===== src/rtl/can_filt_pkg.sv =====
package can_filt_pkg;
  localparam int LANE_W    = 8;
  localparam int NUM_LANES = 8;
  localparam int ID_LANES  = 4;
  localparam int BANK_W    = NUM_LANES * LANE_W;
  localparam int ID_W      = ID_LANES * LANE_W;
  localparam int HIT_W     = $clog2(NUM_LANES);

  typedef enum logic [1:0] {
    FM_WIDE32 = 2'b00,
    FM_MID16  = 2'b01,
    FM_NARROW = 2'b10,
    FM_CLOSED = 2'b11
  } filt_mode_e;
endpackage


===== src/rtl/cf_match_bank.sv =====
module cf_match_bank #(
  parameter int LANES    = 8,
  parameter int LANE_W   = 8,
  parameter int ID_LANES = 4
) (
  input  logic [1:0]                 mode_i,
  input  logic [LANES*LANE_W-1:0]    code_i,
  input  logic [LANES*LANE_W-1:0]    mask_i,
  input  logic [ID_LANES*LANE_W-1:0] id_i,
  output logic [LANES-1:0]           match_o
);
  import can_filt_pkg::*;

  localparam int N32 = LANES / 4;
  localparam int N16 = LANES / 2;

  // per-lane equality, with the identifier lane chosen by filter width
  logic [LANES-1:0] eq_w4, eq_w2, eq_w1;
  logic [LANES-1:0] m32, m16, m8;

  for (genvar j = 0; j < LANES; j++) begin : g_lane
    logic [LANE_W-1:0] lane_code, lane_mask;
    assign lane_code = code_i[j*LANE_W +: LANE_W];
    assign lane_mask = mask_i[j*LANE_W +: LANE_W];
    assign eq_w4[j] = ~|((lane_code ^ id_i[(j%4)*LANE_W +: LANE_W]) & ~lane_mask);
    assign eq_w2[j] = ~|((lane_code ^ id_i[(j%2)*LANE_W +: LANE_W]) & ~lane_mask);
    assign eq_w1[j] = ~|((lane_code ^ id_i[0 +: LANE_W]) & ~lane_mask);
  end

  for (genvar f = 0; f < LANES; f++) begin : g_filt
    if (f < N32) begin : g_f32
      assign m32[f] = &eq_w4[4*f +: 4];
    end else begin : g_n32
      assign m32[f] = 1'b0;
    end
    if (f < N16) begin : g_f16
      assign m16[f] = &eq_w2[2*f +: 2];
    end else begin : g_n16
      assign m16[f] = 1'b0;
    end
    assign m8[f] = eq_w1[f];
  end

  always_comb begin
    case (filt_mode_e'(mode_i))
      FM_WIDE32: match_o = m32;
      FM_MID16:  match_o = m16;
      FM_NARROW: match_o = m8;
      default:   match_o = '0;
    endcase
  end
endmodule


===== src/rtl/cf_prio_enc.sv =====
module cf_prio_enc #(
  parameter int N  = 8,
  parameter int IW = $clog2(N)
) (
  input  logic [N-1:0]  req_i,
  output logic          any_o,
  output logic [IW-1:0] idx_o
);
  always_comb begin
    any_o = |req_i;
    idx_o = '0;
    for (int i = N - 1; i >= 0; i--) begin
      if (req_i[i]) idx_o = IW'(i);
    end
  end
endmodule


===== src/rtl/cf_rx_queue.sv =====
module cf_rx_queue #(
  parameter int DEPTH = 4,
  parameter int TAG_W = 8,
  parameter int HIT_W = 3
) (
  input  logic             clk,
  input  logic             rst_n,
  input  logic             push_i,
  input  logic [TAG_W-1:0] push_tag_i,
  input  logic [HIT_W-1:0] push_hit_i,
  input  logic             pop_i,
  output logic             head_valid_o,
  output logic [TAG_W-1:0] head_tag_o,
  output logic [HIT_W-1:0] head_hit_o,
  output logic             drop_o
);
  localparam int AW = $clog2(DEPTH);
  localparam int CW = AW + 1;
  localparam logic [CW-1:0] FULL_CNT = CW'(DEPTH);

  logic [TAG_W-1:0] tag_mem [DEPTH];
  logic [HIT_W-1:0] hit_mem [DEPTH];

  logic [AW-1:0]    rd_q, rd_n, wr_q, wr_n;
  logic [CW-1:0]    cnt_q, cnt_n;
  logic [HIT_W-1:0] hit_q, hit_n;
  logic             do_pop, do_push;

  always_comb begin
    do_pop  = pop_i && (cnt_q != '0);
    do_push = push_i && ((cnt_q != FULL_CNT) || do_pop);
    drop_o  = push_i && !do_push;

    rd_n  = do_pop  ? AW'(rd_q + 1'b1) : rd_q;
    wr_n  = do_push ? AW'(wr_q + 1'b1) : wr_q;
    cnt_n = cnt_q;
    if (do_push && !do_pop) cnt_n = cnt_q + 1'b1;
    if (do_pop && !do_push) cnt_n = cnt_q - 1'b1;

    // head hit changes only when a new entry becomes the head
    hit_n = hit_q;
    if (do_pop) begin
      if (cnt_q > CW'(1))  hit_n = hit_mem[AW'(rd_q + 1'b1)];
      else if (do_push)    hit_n = push_hit_i;
    end else if ((cnt_q == '0) && do_push) begin
      hit_n = push_hit_i;
    end
  end

  always_ff @(posedge clk or negedge rst_n) begin
    if (!rst_n) begin
      rd_q  <= '0;
      wr_q  <= '0;
      cnt_q <= '0;
      hit_q <= '0;
    end else begin
      rd_q  <= rd_n;
      wr_q  <= wr_n;
      cnt_q <= cnt_n;
      hit_q <= hit_n;
    end
  end

  always_ff @(posedge clk) begin
    if (do_push) begin
      tag_mem[wr_q] <= push_tag_i;
      hit_mem[wr_q] <= push_hit_i;
    end
  end

  assign head_valid_o = (cnt_q != '0);
  assign head_tag_o   = tag_mem[rd_q];
  assign head_hit_o   = hit_q;
endmodule


===== src/rtl/can_accept_filter.sv =====
module can_accept_filter
  import can_filt_pkg::*;
#(
  parameter int TAG_W  = 8,
  parameter int QDEPTH = 4
) (
  input  logic              clk,
  input  logic              rst_n,
  input  logic [1:0]        mode_i,
  input  logic [BANK_W-1:0] code_i,
  input  logic [BANK_W-1:0] mask_i,
  input  logic              frm_valid_i,
  input  logic [ID_W-1:0]   frm_id_i,
  input  logic [TAG_W-1:0]  frm_tag_i,
  input  logic              pop_i,
  output logic              accept_o,
  output logic              reject_o,
  output logic              head_valid_o,
  output logic [TAG_W-1:0]  head_tag_o,
  output logic [HIT_W-1:0]  hit_o,
  output logic              overrun_o
);
  // reset: asserted asynchronously, released on a clock edge
  logic rst_s1_q, rst_s2_q;
  always_ff @(posedge clk or negedge rst_n) begin
    if (!rst_n) begin
      rst_s1_q <= 1'b0;
      rst_s2_q <= 1'b0;
    end else begin
      rst_s1_q <= 1'b1;
      rst_s2_q <= rst_s1_q;
    end
  end

  logic [NUM_LANES-1:0] match;
  logic                 any_hit;
  logic [HIT_W-1:0]     hit_idx;
  logic                 q_drop;
  logic                 acc_n, rej_n, ovr_n;
  logic                 acc_q, rej_q, ovr_q;

  cf_match_bank #(
    .LANES(NUM_LANES), .LANE_W(LANE_W), .ID_LANES(ID_LANES)
  ) u_bank (
    .mode_i (mode_i),
    .code_i (code_i),
    .mask_i (mask_i),
    .id_i   (frm_id_i),
    .match_o(match)
  );

  cf_prio_enc #(.N(NUM_LANES), .IW(HIT_W)) u_prio (
    .req_i(match),
    .any_o(any_hit),
    .idx_o(hit_idx)
  );

  cf_rx_queue #(.DEPTH(QDEPTH), .TAG_W(TAG_W), .HIT_W(HIT_W)) u_queue (
    .clk         (clk),
    .rst_n       (rst_s2_q),
    .push_i      (frm_valid_i && any_hit),
    .push_tag_i  (frm_tag_i),
    .push_hit_i  (hit_idx),
    .pop_i       (pop_i),
    .head_valid_o(head_valid_o),
    .head_tag_o  (head_tag_o),
    .head_hit_o  (hit_o),
    .drop_o      (q_drop)
  );

  always_comb begin
    acc_n = frm_valid_i && any_hit;
    rej_n = frm_valid_i && !any_hit;
    ovr_n = ovr_q || q_drop;
  end

  always_ff @(posedge clk or negedge rst_s2_q) begin
    if (!rst_s2_q) begin
      acc_q <= 1'b0;
      rej_q <= 1'b0;
      ovr_q <= 1'b0;
    end else begin
      acc_q <= acc_n;
      rej_q <= rej_n;
      ovr_q <= ovr_n;
    end
  end

  assign accept_o  = acc_q;
  assign reject_o  = rej_q;
  assign overrun_o = ovr_q;
endmodule


===== config.mk =====
export PLATFORM = sky130hd
export DESIGN_NAME = can_accept_filter
export DESIGN_NICKNAME = d
export VERILOG_FILES = /design/src/rtl/can_filt_pkg.sv /design/src/rtl/cf_match_bank.sv /design/src/rtl/cf_prio_enc.sv /design/src/rtl/cf_rx_queue.sv /design/src/rtl/can_accept_filter.sv
export SDC_FILE = /design/constraint.sdc
export NUM_CORES = 1
export LEC_CHECK = 0
export ABC_CLOCK_PERIOD_IN_PS = 4950
export CAP_MARGIN = 15
export CELL_PAD_IN_SITES_DETAIL_PLACEMENT = 1
export CELL_PAD_IN_SITES_GLOBAL_PLACEMENT = 1
export CORE_ASPECT_RATIO = 1.4
export CORE_UTILIZATION = 35
export DETAILED_ROUTE_END_ITERATION = 7
export PLACE_DENSITY_LB_ADDON = 0.1
export SLEW_MARGIN = 20
export SYNTH_ARGS = -nofsm -noshare
export SYNTH_HDL_FRONTEND = slang
export SYNTH_SLANG_ARGS = --single-unit

===== constraint.sdc =====
create_clock -name clk -period 4.95 [get_ports clk]
set_input_delay 1.2375 -clock clk [delete_from_list [all_inputs] [get_ports clk]]
set_output_delay 1.2375 -clock clk [all_outputs]
set_load 0.01 [all_outputs]

==> flow_summary.toml <==
[cells_and_area]
layout.nets = 777
layout_common_cells = "sky130_fd_sc_hd__clkdlybuf4s50_1 (188), sky130_fd_sc_hd__xnor2_1 (131), sky130_fd_sc_hd__o22ai_1 (50)"
fin_util = 0.543
flow.area_growth_from_synthesis_pct = 50.6
number_of_diodes_added_for_antenna_fixing = 0
layout.cells.most_common = "sky130_fd_sc_hd__clkdlybuf4s50_1"
drive_above_1_share = 0.0767
num-fill-cells = 1346

[synth]
synth_seq_cells = 59
postSynthNetCount = 590
edff_count_synth = 44
synth-seq-area-share = 0.381
synth_flop_cell = "sky130_fd_sc_hd__edfxtp_1"
synth-async-reset-ratio = 0.254
synth-warning-count = 0
synthesis.area_per_instance_sq_um = 10.9
yosysUniqueCellTypes = 49
netlist_instances = 408
post_synth_instance_area_sq_mm = 0.00446

[clock_network]
ctsLongestPathBuffers = 2
clock-root-buffer = "sky130_fd_sc_hd__clkbuf_16"
cts_num_sinks = 59
clkLatencyLatePin_ps = 320
cts.hold.buffers_added = 0
htree_levels = 3
cts-buffers-inserted = 9
cts-resized-gates = 0
tritoncts = "built"
post_cts.repair.setup_buffers = 0
clkTransAtPathRegs_ps = 50

[placement]
place_congestion = 0.908
detailedPlacementHpwl_microns = 13900
numPortBuffers = 188

[routing]
drcViolationCount = 0
drt.antenna.violating_nets = 0
routed_wire_length_per_instance_microns = 21.3
drt-total-wl_microns = 15900
detail_route.iter0.violations = 102
via_per_inst = 5.34
firstDrtPassIters = 4
num_vias = 4002

[power_and_ir_drop]
fin_total_pwr_uw = 2100
p_per_area_mw_per_mm2 = 312
ir_worst_vdd_v = 0.000249
p_leak_uw = 0.00225

[timing]
fin_crit_sh = 0.878
period_needed_ps = 4350
maxSlewViolCount = 0
rsz0062_at_grt = "false"
tns_ps = 0
timing.hold.ws_ps = 215
relSlewSlack = 0.508
timing.fmax_mhz = 230
worst_slew_pin_slew_ps = 737
finalHoldViolCount = 0
setup-violations-final = 0
final.setup_skew_ps = 6.68

[worst_setup_path]
critPathSlowestCell = "sky130_fd_sc_hd__clkdlybuf4s50_1"
crit-reg2reg-launch = "u_queue.cnt_q[1]"
cpLargestDelayFamily = "simple AND/OR/NAND/NOR gates"
maximum_fanout_along_the_worst_path = 11
register_to_register_setup_slack_ps = 2870
crit_path_cell_trace = "clkdlybuf4s50_1 -> xnor2_2 -> o22ai_1 -> nor4_2 -> nand2_1 -> o211ai_2 -> o41ai_4 -> a31oi_4 -> and2_1"
critPathCaptureType = "flip-flop"
ff2ff_path_depth = 4
cp_slowest_stage_delay_ps = 800
timing.critical_path.arrival_ps = 4300
path_buf_inv = 1
critPathRequiredTime_ps = 4900
path_class = "primary input to flip-flop"
startpoint_type = "primary input"
regToRegEndpoint = "u_queue.tag_mem[1][4]"

[global_route]
grt_antenna_before_repair = 0
grt_first_pass_wirelength_microns = 24200
grt_start_max_net_pins = 14
globalRouteTotalUtil = 0.246
grt_remaining_overflow = 0
first_global_vias = 4587

[job]
maxCapViolCount = 0

[min_path]
worst_hold_path_type = "flip-flop to async pin"

[die]
area_enclosed_by_the_die_boundary_sq_mm = 0.0132
initial_core_util = 0.360
core.rowCount = 48
top_level_ports = 189
floorplan.die.width_microns = 97.4
die_height_microns = 136
core-area_sq_mm = 0.0124

[outcome]
status = "finished clean"
==> through the flow <==
stage,instances,setup slack [ps],cell area (sq um)
finish,750,605,6710
global route,750,423,6710
CTS,750,604,6710
detailed placement,734,272,6450
global placement,734,383,6450
floorplan,408,1370,4460
==> cells by family after synthesis <==
logic type	Yosys count	synth area share
AND/OR/NAND/NOR	69	0.0797
multiplexers	14	0.0623
XOR/XNOR	132	0.261
other	1	0.000841
buffers and inverters	29	0.0410
AO/OA/AOI/OAI	95	0.150
flip-flops	59	0.381
adder cells (fa/ha/maj)	9	0.0250
==> synth_stat cells (2+ instances only) <==
| cell | instances | area [sq um] |
|---|---|---|
| sky130_fd_sc_hd__nor2_1 | 17 | 63.8 |
| sky130_fd_sc_hd__o2111ai_1 | 2 | 17.5 |
| sky130_fd_sc_hd__o22a_1 | 5 | 43.8 |
| sky130_fd_sc_hd__nand2b_1 | 2 | 12.5 |
| sky130_fd_sc_hd__buf_1 | 2 | 7.51 |
| sky130_fd_sc_hd__nand3_1 | 6 | 30.0 |
| sky130_fd_sc_hd__and2_1 | 4 | 25.0 |
| sky130_fd_sc_hd__mux2i_1 | 3 | 30.0 |
| sky130_fd_sc_hd__nor4_2 | 2 | 25.0 |
| sky130_fd_sc_hd__buf_6 | 8 | 90.1 |
| sky130_fd_sc_hd__dfrtp_1 | 15 | 375 |
| sky130_fd_sc_hd__o22ai_1 | 50 | 313 |
| sky130_fd_sc_hd__ha_1 | 8 | 100 |
| sky130_fd_sc_hd__o21ai_0 | 8 | 40.0 |
| sky130_fd_sc_hd__a211oi_1 | 2 | 15.0 |
| sky130_fd_sc_hd__mux4_2 | 11 | 248 |
| sky130_fd_sc_hd__inv_1 | 5 | 18.8 |
| sky130_fd_sc_hd__a21oi_1 | 6 | 30.0 |
| sky130_fd_sc_hd__nor2b_1 | 2 | 12.5 |
| sky130_fd_sc_hd__o21ai_1 | 5 | 25.0 |
| sky130_fd_sc_hd__nand2_1 | 14 | 52.6 |
| sky130_fd_sc_hd__nor4_1 | 6 | 37.5 |
| sky130_fd_sc_hd__edfxtp_1 | 44 | 1320 |
| sky130_fd_sc_hd__buf_2 | 8 | 40.0 |
| sky130_fd_sc_hd__o211ai_1 | 6 | 45.0 |
| sky130_fd_sc_hd__xnor2_1 | 131 | 1150 |
| sky130_fd_sc_hd__clkbuf_1 | 4 | 15.0 |
| sky130_fd_sc_hd__nor3_1 | 11 | 55.1 |
==> state kept, by name, indices dropped and copies added, names as in the netlist <==
signal              cells
u_queue.hit_mem        12
reject_o                1
u_queue.head_hit_o      3
overrun_o               1
u_queue.tag_mem        32
u_queue.cnt_q           3
rst_s1_q                1
u_queue.rd_q            2
u_queue.wr_q            2
rst_s2_q                1
accept_o                1
==> layout make-up <==
cell class	instances	area, sq um	area share
sequential	59	1700	0.253
multi-input combinational	320	2580	0.384
clock inverter	5	30.0	0.00447
tap	150	188	0.0280
timing repair buffer	199	1960	0.293
inverter	6	22.5	0.00336
clock buffer	11	233	0.0347
==> per-layer routing <==
| layer | up-vias | share of wire | track usage | routed length [microns] |
|---|---|---|---|---|
| met3 | 39 | 0.056 | 0.0531 | 897 |
| met4 | 0 | 0.043 | 0.132 | 684 |
| met5 | - | 0 | 0 | 0 |
| met1 | 1918 | 0.35 | 0.238 | 5510 |
| met2 | 165 | 0.56 | 0.480 | 8850 |
| li1 | 1880 | - | - | - |
==> worst max-delay path by stage <==
stage | depth (start not counted) | slack (ps) | from | end
2_1_floorplan | 10 | 1370 | frm_id_i[3] | u_queue.hit_mem[0][0]
5_1_grt | 9 | 420 | frm_id_i[7] | u_queue.tag_mem[1][4]
3_5_place_dp | 9 | 270 | frm_id_i[1] | u_queue.tag_mem[3][5]
3_3_place_gp | 9 | 380 | frm_id_i[1] | u_queue.tag_mem[1][4]
6_report | 9 | 600 | frm_id_i[1] | u_queue.tag_mem[1][4]
4_1_cts | 9 | 600 | frm_id_i[1] | u_queue.tag_mem[0][7]
==> where the power goes <==
group / total, uW / internal, uW / switching, uW
combinational: 862 / 498 / 364
sequential: 701 / 604 / 96.4
clock: 535 / 335 / 201
(Power assumes the default switching activity.)
